**src/rtl/fcvt_pkg.sv**
```systemverilog
package fcvt_pkg;
    localparam int EXP_W   = 8;
    localparam int MAN_W   = 23;
    localparam int FP_W    = 1 + EXP_W + MAN_W;
    localparam int INT_W   = 32;
    localparam int BIAS    = (1 << (EXP_W - 1)) - 1;
    localparam int OVF_EXP = BIAS + INT_W;          // first exponent whose value reaches 2^INT_W
    localparam int SH_W    = $clog2(INT_W);
    localparam int FX_W    = INT_W + MAN_W;         // fixed-point width: integer part over fraction

    typedef enum logic [2:0] {
        CLS_ZERO,
        CLS_NAN,
        CLS_NEG,
        CLS_OVF,
        CLS_TINY,
        CLS_NORM
    } op_class_e;

    typedef struct packed {
        logic             sign;
        logic [EXP_W-1:0] expo;
        logic [MAN_W-1:0] man;
    } fp_fields_t;

    typedef struct packed {
        op_class_e        cls;
        logic [MAN_W:0]   sig;
        logic [SH_W-1:0]  shamt;
    } decoded_t;

    typedef struct packed {
        logic [INT_W-1:0] value;
        logic             invalid;
        logic             inexact;
    } conv_res_t;

    function automatic logic op_is_nan(input logic [FP_W-1:0] x);
        fp_fields_t f;
        f = fp_fields_t'(x);
        return (f.expo == '1) && (f.man != '0);
    endfunction

    function automatic logic op_is_zero(input logic [FP_W-1:0] x);
        fp_fields_t f;
        f = fp_fields_t'(x);
        return (f.expo == '0) && (f.man == '0);
    endfunction

    function automatic logic op_is_neg(input logic [FP_W-1:0] x);
        fp_fields_t f;
        f = fp_fields_t'(x);
        return f.sign && !op_is_zero(x) && !op_is_nan(x);
    endfunction

    function automatic logic op_is_ovf(input logic [FP_W-1:0] x);
        fp_fields_t f;
        f = fp_fields_t'(x);
        return !f.sign && !op_is_nan(x) && (int'(f.expo) >= OVF_EXP);
    endfunction

    function automatic logic op_is_tiny(input logic [FP_W-1:0] x);
        fp_fields_t f;
        f = fp_fields_t'(x);
        return !f.sign && !op_is_zero(x) && (int'(f.expo) < BIAS);
    endfunction
endpackage

```
**src/rtl/fcvt_classify.sv**
```systemverilog
module fcvt_classify
    import fcvt_pkg::*;
(
    input  logic [FP_W-1:0] operand,
    output decoded_t        dec
);
    fp_fields_t fld;

    always_comb begin
        fld       = fp_fields_t'(operand);
        dec.sig   = {(fld.expo != '0), fld.man};
        dec.shamt = SH_W'(fld.expo - EXP_W'(BIAS));
        if (op_is_nan(operand))
            dec.cls = CLS_NAN;
        else if (op_is_zero(operand))
            dec.cls = CLS_ZERO;
        else if (fld.sign)
            dec.cls = CLS_NEG;
        else if (int'(fld.expo) >= OVF_EXP)
            dec.cls = CLS_OVF;
        else if (int'(fld.expo) < BIAS)
            dec.cls = CLS_TINY;
        else
            dec.cls = CLS_NORM;
    end
endmodule

```
**src/rtl/fcvt_align.sv**
```systemverilog
module fcvt_align
    import fcvt_pkg::*;
(
    input  logic [MAN_W:0]   sig,
    input  logic [SH_W-1:0]  shamt,
    output logic [INT_W-1:0] int_part,
    output logic             sticky
);
    logic [SH_W:0][FX_W-1:0] stage;

    assign stage[0] = {{(FX_W - MAN_W - 1){1'b0}}, sig};

    for (genvar i = 0; i < SH_W; i++) begin : g_shift
        assign stage[i+1] = shamt[i] ? (stage[i] << (1 << i)) : stage[i];
    end

    assign int_part = stage[SH_W][FX_W-1:MAN_W];
    assign sticky   = |stage[SH_W][MAN_W-1:0];
endmodule

```
**src/rtl/fcvt_select.sv**
```systemverilog
module fcvt_select
    import fcvt_pkg::*;
(
    input  op_class_e        cls,
    input  logic [INT_W-1:0] int_part,
    input  logic             sticky,
    output conv_res_t        res
);
    always_comb begin
        res = '0;
        case (cls)
            CLS_NAN, CLS_NEG: begin
                res.value   = '0;
                res.invalid = 1'b1;
            end
            CLS_OVF: begin
                res.value   = '1;
                res.invalid = 1'b1;
            end
            CLS_TINY: begin
                res.value   = '0;
                res.inexact = 1'b1;
            end
            CLS_NORM: begin
                res.value   = int_part;
                res.inexact = sticky;
            end
            default: res = '0;
        endcase
    end
endmodule

```
**src/rtl/fcvt_trunc_u32.sv**
```systemverilog
module fcvt_trunc_u32
    import fcvt_pkg::*;
(
    input  logic             clk,
    input  logic             rst,
    input  logic             in_valid,
    input  logic [FP_W-1:0]  in_operand,
    output logic             out_done,
    output logic [INT_W-1:0] out_result,
    output logic             out_invalid,
    output logic             out_inexact,
    output logic             out_flag_any
);
    decoded_t         dec;
    logic [INT_W-1:0] int_part;
    logic             sticky;
    conv_res_t        comb_res;
    conv_res_t        res_q;
    logic             any_q;
    logic             done_q;

    fcvt_classify u_classify (
        .operand (in_operand),
        .dec     (dec)
    );

    fcvt_align u_align (
        .sig      (dec.sig),
        .shamt    (dec.shamt),
        .int_part (int_part),
        .sticky   (sticky)
    );

    fcvt_select u_select (
        .cls      (dec.cls),
        .int_part (int_part),
        .sticky   (sticky),
        .res      (comb_res)
    );

    always_ff @(posedge clk) begin
        if (rst) begin
            res_q  <= '0;
            any_q  <= 1'b0;
            done_q <= 1'b0;
        end else begin
            done_q <= in_valid;
            if (in_valid) begin
                res_q <= comb_res;
                any_q <= comb_res.invalid | comb_res.inexact;
            end
        end
    end

    assign out_done     = done_q;
    assign out_result   = res_q.value;
    assign out_invalid  = res_q.invalid;
    assign out_inexact  = res_q.inexact;
    assign out_flag_any = any_q;
endmodule

```
**config.mk**
```make
export PLATFORM = sky130hd
export DESIGN_NAME = fcvt_trunc_u32
export DESIGN_NICKNAME = d
export VERILOG_FILES = /design/src/rtl/fcvt_pkg.sv /design/src/rtl/fcvt_classify.sv /design/src/rtl/fcvt_align.sv /design/src/rtl/fcvt_select.sv /design/src/rtl/fcvt_trunc_u32.sv
export SDC_FILE = /design/constraint.sdc
export NUM_CORES = 1
export LEC_CHECK = 0
export ABC_AREA = 1
export CAP_MARGIN = 20
export CORE_MARGIN = 1
export CORE_UTILIZATION = 50
export CTS_BUF_LIST = sky130_fd_sc_hd__clkbuf_8
export DETAILED_ROUTE_END_ITERATION = 8
export PLACE_DENSITY = 0.8
export SLEW_MARGIN = 20
export SYNTH_ARGS = -nofsm -noshare
export SYNTH_HDL_FRONTEND = slang
export SYNTH_SLANG_ARGS = --single-unit
```
**constraint.sdc**
```tcl
create_clock -name clk -period 2.81 [get_ports clk]
set_input_delay 0.4215 -clock clk [delete_from_list [all_inputs] [get_ports clk]]
set_output_delay 0.4215 -clock clk [all_outputs]
set_load 0.005 [all_outputs]
```
# Word level (Yosys, flattened, before mapping)
# Index checks and enable logic that the tools add are counted.
# totals
elab_cells	36
output_inout_bits	36
input_bits	35
reg_bits	36
# op_classes
eq_ne	6
n_addsub	1
n_mux	13
magnitude_cmp	2
bitwise_logic	1
reduce_logical	8
# ops
cell	n
$mux W55	4
$pmux W32 S2	1
$mux W25	1
$logic_not A23 Y1	1
$reduce_bool A23 Y1	1
$reduce_or A23 Y1	1
$mux W3	4
$eq A8 B8 Y1 const B	1
$ge A8 B8 Y1 const B	1
$logic_not A8 Y1	1
$lt A8 B7 Y1 const B	1
$reduce_bool A8 Y1	1
$eq A3 B2 Y1 const B	2
$eq A3 B3 Y1 const B	2
$sub A5 B5 Y5 const B	1
$eq A3 B1 Y1 const B	1
$reduce_or A3 Y1	1
$logic_and A1 B1 Y1	2
$mux W1	2
$pmux W1 S2	1
$or A1 B1 Y1	1

# Longest topological paths before layout
# depth
word_depth	10
ltp_mapped	17
ltp_nobuf	14

# Hierarchy
# Synthesis repeated with hierarchy kept, for this count alone.
# unflattened
hier_cells	680
hier_area_um2	3916.3
# by_module_without_submodules
module	cells_per_inst	area_each_um2	instances	seq_area_each_um2
fcvt_align	357	1621.6	1	0.0
fcvt_trunc_u32	156	1378.8	1	720.7
fcvt_select	86	459.2	1	0.0
fcvt_classify	81	456.7	1	0.0

# Worst setup path before layout
# Ideal clock, no wire load.
# synth_timing
path_type	input to register
start	input in_operand[23]
end	register any_q (netlist: out_flag_any)
slack_ns	0.267
stages	17
t_arrival_ns	2.415
setup_time_ns	0.128
path_cell_list	buf_2 inv_2 buf_2 ha_1 inv_2 buf_1 nand3_1 nand3_1 nand3_1 nand3_1 nand2_1 nor2_1 nand2_1 nor2_1 nand3_1 nand2_1 a21oi_1
# synth_via
elab_chain_len	10
# synth_lines
item	line	source
from (decl)	fcvt_trunc_u32.sv:7	input logic [FP_W-1:0] in_operand,
$lt A8 B7 Y1	fcvt_classify.sv:21	else if (int'(fld.expo) < BIAS)
$mux W1	fcvt_classify.sv:21	
$mux W3	fcvt_classify.sv:19	else if (int'(fld.expo) >= OVF_EXP)
$mux W3	fcvt_classify.sv:17	else if (fld.sign)
$mux W3	fcvt_classify.sv:15	else if (op_is_zero(operand))
$mux W3	fcvt_classify.sv:13	if (op_is_nan(operand))
$eq A3 B1 Y1 / $eq A3 B2 Y1 (equally long branches)	fcvt_select.sv:11	case (cls)
$reduce_or A3 Y1 (no source line)	n/a	
$mux W1	fcvt_select.sv:11	
$or A1 B1 Y1 *	fcvt_trunc_u32.sv:50	any_q <= comb_res.invalid | comb_res.inexact;
to (signal assigned)	fcvt_trunc_u32.sv:50	
to (decl)	fcvt_trunc_u32.sv:19	logic any_q;
# Every way passes the cells marked *; elsewhere a longest branch is shown, timed or not.
# A chain may end at the register's enable or synchronous reset.

# Final worst setup path
# layout_timing
start	input in_operand[23]
end	register res_q, in the netlist out_result[4]
# layout_via
elab_chain_len	8
# layout_lines
item	line	source
$lt A8 B7 Y1	fcvt_classify.sv:21	
$mux W1	fcvt_classify.sv:21	
$mux W3	fcvt_classify.sv:19	
$mux W3	fcvt_classify.sv:17	
$mux W3	fcvt_classify.sv:15	
$mux W3	fcvt_classify.sv:13	
$eq A3 B3 Y1 / $eq A3 B2 Y1 (equally long branches)	fcvt_select.sv:11	
$pmux W32 S2 *	fcvt_select.sv:11	
to (signal assigned)	fcvt_trunc_u32.sv:49	res_q <= comb_res;
to (decl)	fcvt_trunc_u32.sv:18	conv_res_t res_q;
# Marked as above.

==> Flow_metrics.wiki <==
{| class="wikitable"
! Metric !! Value
|-
| Result of the run || finished, final reports clean
|-
| Relative area change from synthesis to final layout || 31.3%
|-
| Adder and majority cell fraction of the synthesized area || 1.20%
|-
| CP delay by family, top || buffers and inverters
|-
| Seq cells post-synth || 36
|-
| Proportion of synthesized chip area in sequential cells || 23.0%
|-
| Cell Area, Synth || 3130 um2
|-
| Antenna violations before repair || 0
|-
| Top cell type by total area after synthesis || sky130_fd_sc_hd__dfxtp_1
|-
| Effective utilization at floorplan || 52.3%
|-
| Number of max-cap violations || 0
|-
| Clock buffers created by TritonCTS || 5
|-
| Hold buffers post-CTS || 0
|-
| Area share of xor/xnor cells in the synthesized design || 1.56%
|-
| Levels on crit path || 13
|-
| Worst hold start || out_inexact
|-
| Number of enable-type register cells in the synthesized netlist || 0
|-
| Setup repair after global routing missed its margin || false
|-
| Cell-by-cell trace of the critical path || clkdlybuf4s50_1 > inv_2 > ha_1 > inv_2 > buf_4 > o21ai_0 > buf_4 > nor2_1 > o21ai_0 > buf_4 > o21ai_0 > nand2_1 > a21oi_1
|-
| Largest net degree at the start of global routing || 41
|-
| Leading post-synthesis cells by cell area || sky130_fd_sc_hd__dfxtp_1, sky130_fd_sc_hd__nand3_1, sky130_fd_sc_hd__nand2_1, sky130_fd_sc_hd__o21ai_0, sky130_fd_sc_hd__a21oi_1
|-
| Routed len/inst || 14.8 um
|-
| Worst reg2reg startpoint || out_result[0]
|-
| Slowest CP cell || sky130_fd_sc_hd__clkdlybuf4s50_1
|-
| Mean instance size in the synthesized netlist || 5.78 um2
|-
| Buffer depth of the longest clock path || 2
|-
| Detailed-route via count || 3988
|-
| Clock tree from TritonCTS || yes
|-
| First DRT Iteration DRCs || 409
|-
| Hold violation total from the final report || 0
|-
| Area occupied by registers || 721 um2
|-
| Type of the worst setup path || primary input to flip-flop
|-
| Area used by multi-input combinational logic || 2140 um2
|-
| WP data required || 2970 ps
|-
| Routed wire length || 10.2 mm
|-
| Count of antenna diodes in the layout || 0
|-
| End of the worst register-to-register path || out_result[0]
|-
| Number of iterations in the first detailed-routing pass || 6
|-
| Power per Cell Area || 412 nW/um2
|-
| Wire length of the first global-routing pass || 16.1 mm
|-
| Commonest non-fill, non-tap cells in the layout || sky130_fd_sc_hd__nand3_1, sky130_fd_sc_hd__nand2_1, sky130_fd_sc_hd__clkdlybuf4s50_1, sky130_fd_sc_hd__nor2_1, sky130_fd_sc_hd__o21ai_0
|-
| Sum of internal, switching and leakage power || 0.00170 W
|-
| Count of unresolved DRC violations after routing || 0
|-
| Reg-to-reg setup timing slack || 2110 ps
|-
| Share of post-route cells with drive strength above 1 || 8.36%
|-
| Cell count after synthesis || 542
|-
| Via count normalized by instance count || 5.82
|-
| Largest family of logic cells by synthesized area || simple AND/OR/NAND/NOR gates
|-
| Portion of netlist area occupied by mux cells || 0%
|-
| Headroom to the max-slew limit || 52.8%
|-
| Total I/O pin count || 71
|-
| Die width || 81.1 um
|-
| Post-CTS Setup Inserts || 0
|-
| Proportion of register bits with asynchronous set or reset after synthesis || 0%
|-
| Number of warnings issued by yosys || 0
|-
| Critical path startpoint || in_operand[23]
|-
| Cells resized by post-CTS repair || 0
|-
| Half-perimeter wire length of the detailed placement result || 7.76 mm
|-
| Root buf cell || sky130_fd_sc_hd__clkbuf_8
|-
| Final setup violation count || 0
|-
| Worst-path fanout max || 6
|-
| Fin. max-slew vios || 0
|-
| Area fraction in and, or, nand and nor cells after synthesis || 49.2%
|-
| WP data arrival || 2700 ps
|-
| Number of port buffers || 70
|-
| Worst skew pair latency || 290 ps
|-
| Setup TNS || 0 ps
|-
| Remaining antenna violation count || 0
|-
| Total nets after synthesis || 580
|-
| Max Clock Skew || 0 ps
|-
| Total number of H-tree levels || 2
|-
| Period utilization || 90.4%
|-
| Maximum achievable frequency || 394 MHz
|-
| Number of placement rows || 28
|-
| Longest individual stage delay on the worst path || 500 ps
|-
| Top-area cell type share of the netlist area || 23.0%
|-
| Post-layout min period || 2540 ps
|-
| Number of global-route vias before repair || 3530
|-
| IR Drop Worst-Case VDD || 0.392 mV
|-
| Setup crit start kind || primary input
|-
| Endpoint type of the worst setup path || flip-flop
|-
| Total routing usage reported by global routing || 31.3%
|-
| Setup crit end || out_result[4]
|-
| Path class of the lowest-slack min-delay path || flip-flop to flip-flop
|-
| Routability Congestion || 0.960
|-
| Synth Area in Compound Gates || 16.5%
|-
| Final-stage net count || 648
|-
| Primary FF master, synth || sky130_fd_sc_hd__dfxtp_1
|-
| Number of distinct library cell variants in the gate-level netlist after synthesis || 37
|-
| Critical path buffer and inverter count || 6
|-
| Clk slew on worst S/H paths || 70 ps
|-
| Most common cell after layout, fill and taps aside || sky130_fd_sc_hd__nand3_1
|-
| Area of the die || 6580 um2
|-
| Transition time at the pin with the least slew margin || 707 ps
|-
| Clock net sink count || 36
|-
| Vert. Die Dim || 81.1 um
|-
| Remaining global-route overflow || 0
|-
| Number of filler instances in the final layout || 551
|-
| Leakage power || 1.79 nW
|-
| Depth of the worst register-to-register path || 2
|-
| Floorplan core area || 5990 um2
|}
## cell type report
type,count,area share [%]
multi-input combinational,446,52.1
timing repair buffer,94,23.3
sequential,36,17.5
inverter,27,2.47
clock buffer,7,2.34
tap,75,2.28
## power by group
part | switching (W) | internal, W
Clock | 0.000177 | 0.000218
Combinational | 0.000430 | 0.000310
Sequential | 0.0000167 | 0.000544
## logic make-up after synthesis
kind of cell	count (synthesis)
AO/OA/AOI/OAI	99
AND/OR/NAND/NOR	341
XOR/XNOR	3
flip-flops	36
buffers and inverters	60
adder cells (fa/ha/maj)	3
## worst min-delay path, cell delays in order (launching register included)
cell and delay [ps]:
sky130_fd_sc_hd__dfxtp_1 310, sky130_fd_sc_hd__nand2_1 60, sky130_fd_sc_hd__a21oi_1 50
## metrics by stage
stage                     std cells  setup slack (ps)  cell area, um2  hold slack (ps)  util (%)
final                           685               270            4110              468      68.6
after global routing            685              94.1            4110              497      68.6
after CTS                       685               315            4110              469      68.6
after detailed placement        678              27.2            4020              458      67.0
after global placement          678              53.6            4020              454      67.0
after floorplan                 542               267            3130              462         -
## worst min path at each step
stage / slack [ps] / depth (start not counted) / end
CTS: 470 / 2 / out_inexact
global route: 500 / 2 / out_invalid
global placement: 450 / 2 / out_inexact
finish: 470 / 2 / out_inexact
floorplan: 460 / 2 / out_inexact
detailed placement: 460 / 2 / out_inexact
## flip-flops by register name, summed over array words and instances, names as in the netlist
name	flops
out_done	1
out_flag_any	1
out_inexact	1
out_invalid	1
out_result	32
## metal layers
metal,vias to the layer above,global-route usage [%],part of all wire (%)
met5,-,0,0
met4,0,7.32,1.3
met3,16,4.49,6.5
met2,187,53.6,47
met1,1809,41.2,45
li1,1976,-,-
## synth_stat cells (2+ instances only)
library cell and count:
sky130_fd_sc_hd__nand3_1 140, sky130_fd_sc_hd__nor2_4 3, sky130_fd_sc_hd__xnor2_2 2, sky130_fd_sc_hd__nor3_2 2, sky130_fd_sc_hd__ha_1 3, sky130_fd_sc_hd__or2_2 2, sky130_fd_sc_hd__o211ai_1 2, sky130_fd_sc_hd__a31oi_1 3
sky130_fd_sc_hd__nand2_1 127, sky130_fd_sc_hd__buf_6 2, sky130_fd_sc_hd__o21ai_0 44, sky130_fd_sc_hd__inv_2 6, sky130_fd_sc_hd__o21ai_1 5, sky130_fd_sc_hd__nor4_1 4, sky130_fd_sc_hd__dfxtp_1 36, sky130_fd_sc_hd__nor2_1 53
sky130_fd_sc_hd__nor3_1 2, sky130_fd_sc_hd__buf_2 15, sky130_fd_sc_hd__clkbuf_1 12, sky130_fd_sc_hd__nand2_2 2, sky130_fd_sc_hd__buf_4 2, sky130_fd_sc_hd__a21oi_1 40, sky130_fd_sc_hd__inv_1 20, sky130_fd_sc_hd__buf_1 2
Note: power is estimated with default switching activity, not from simulation.
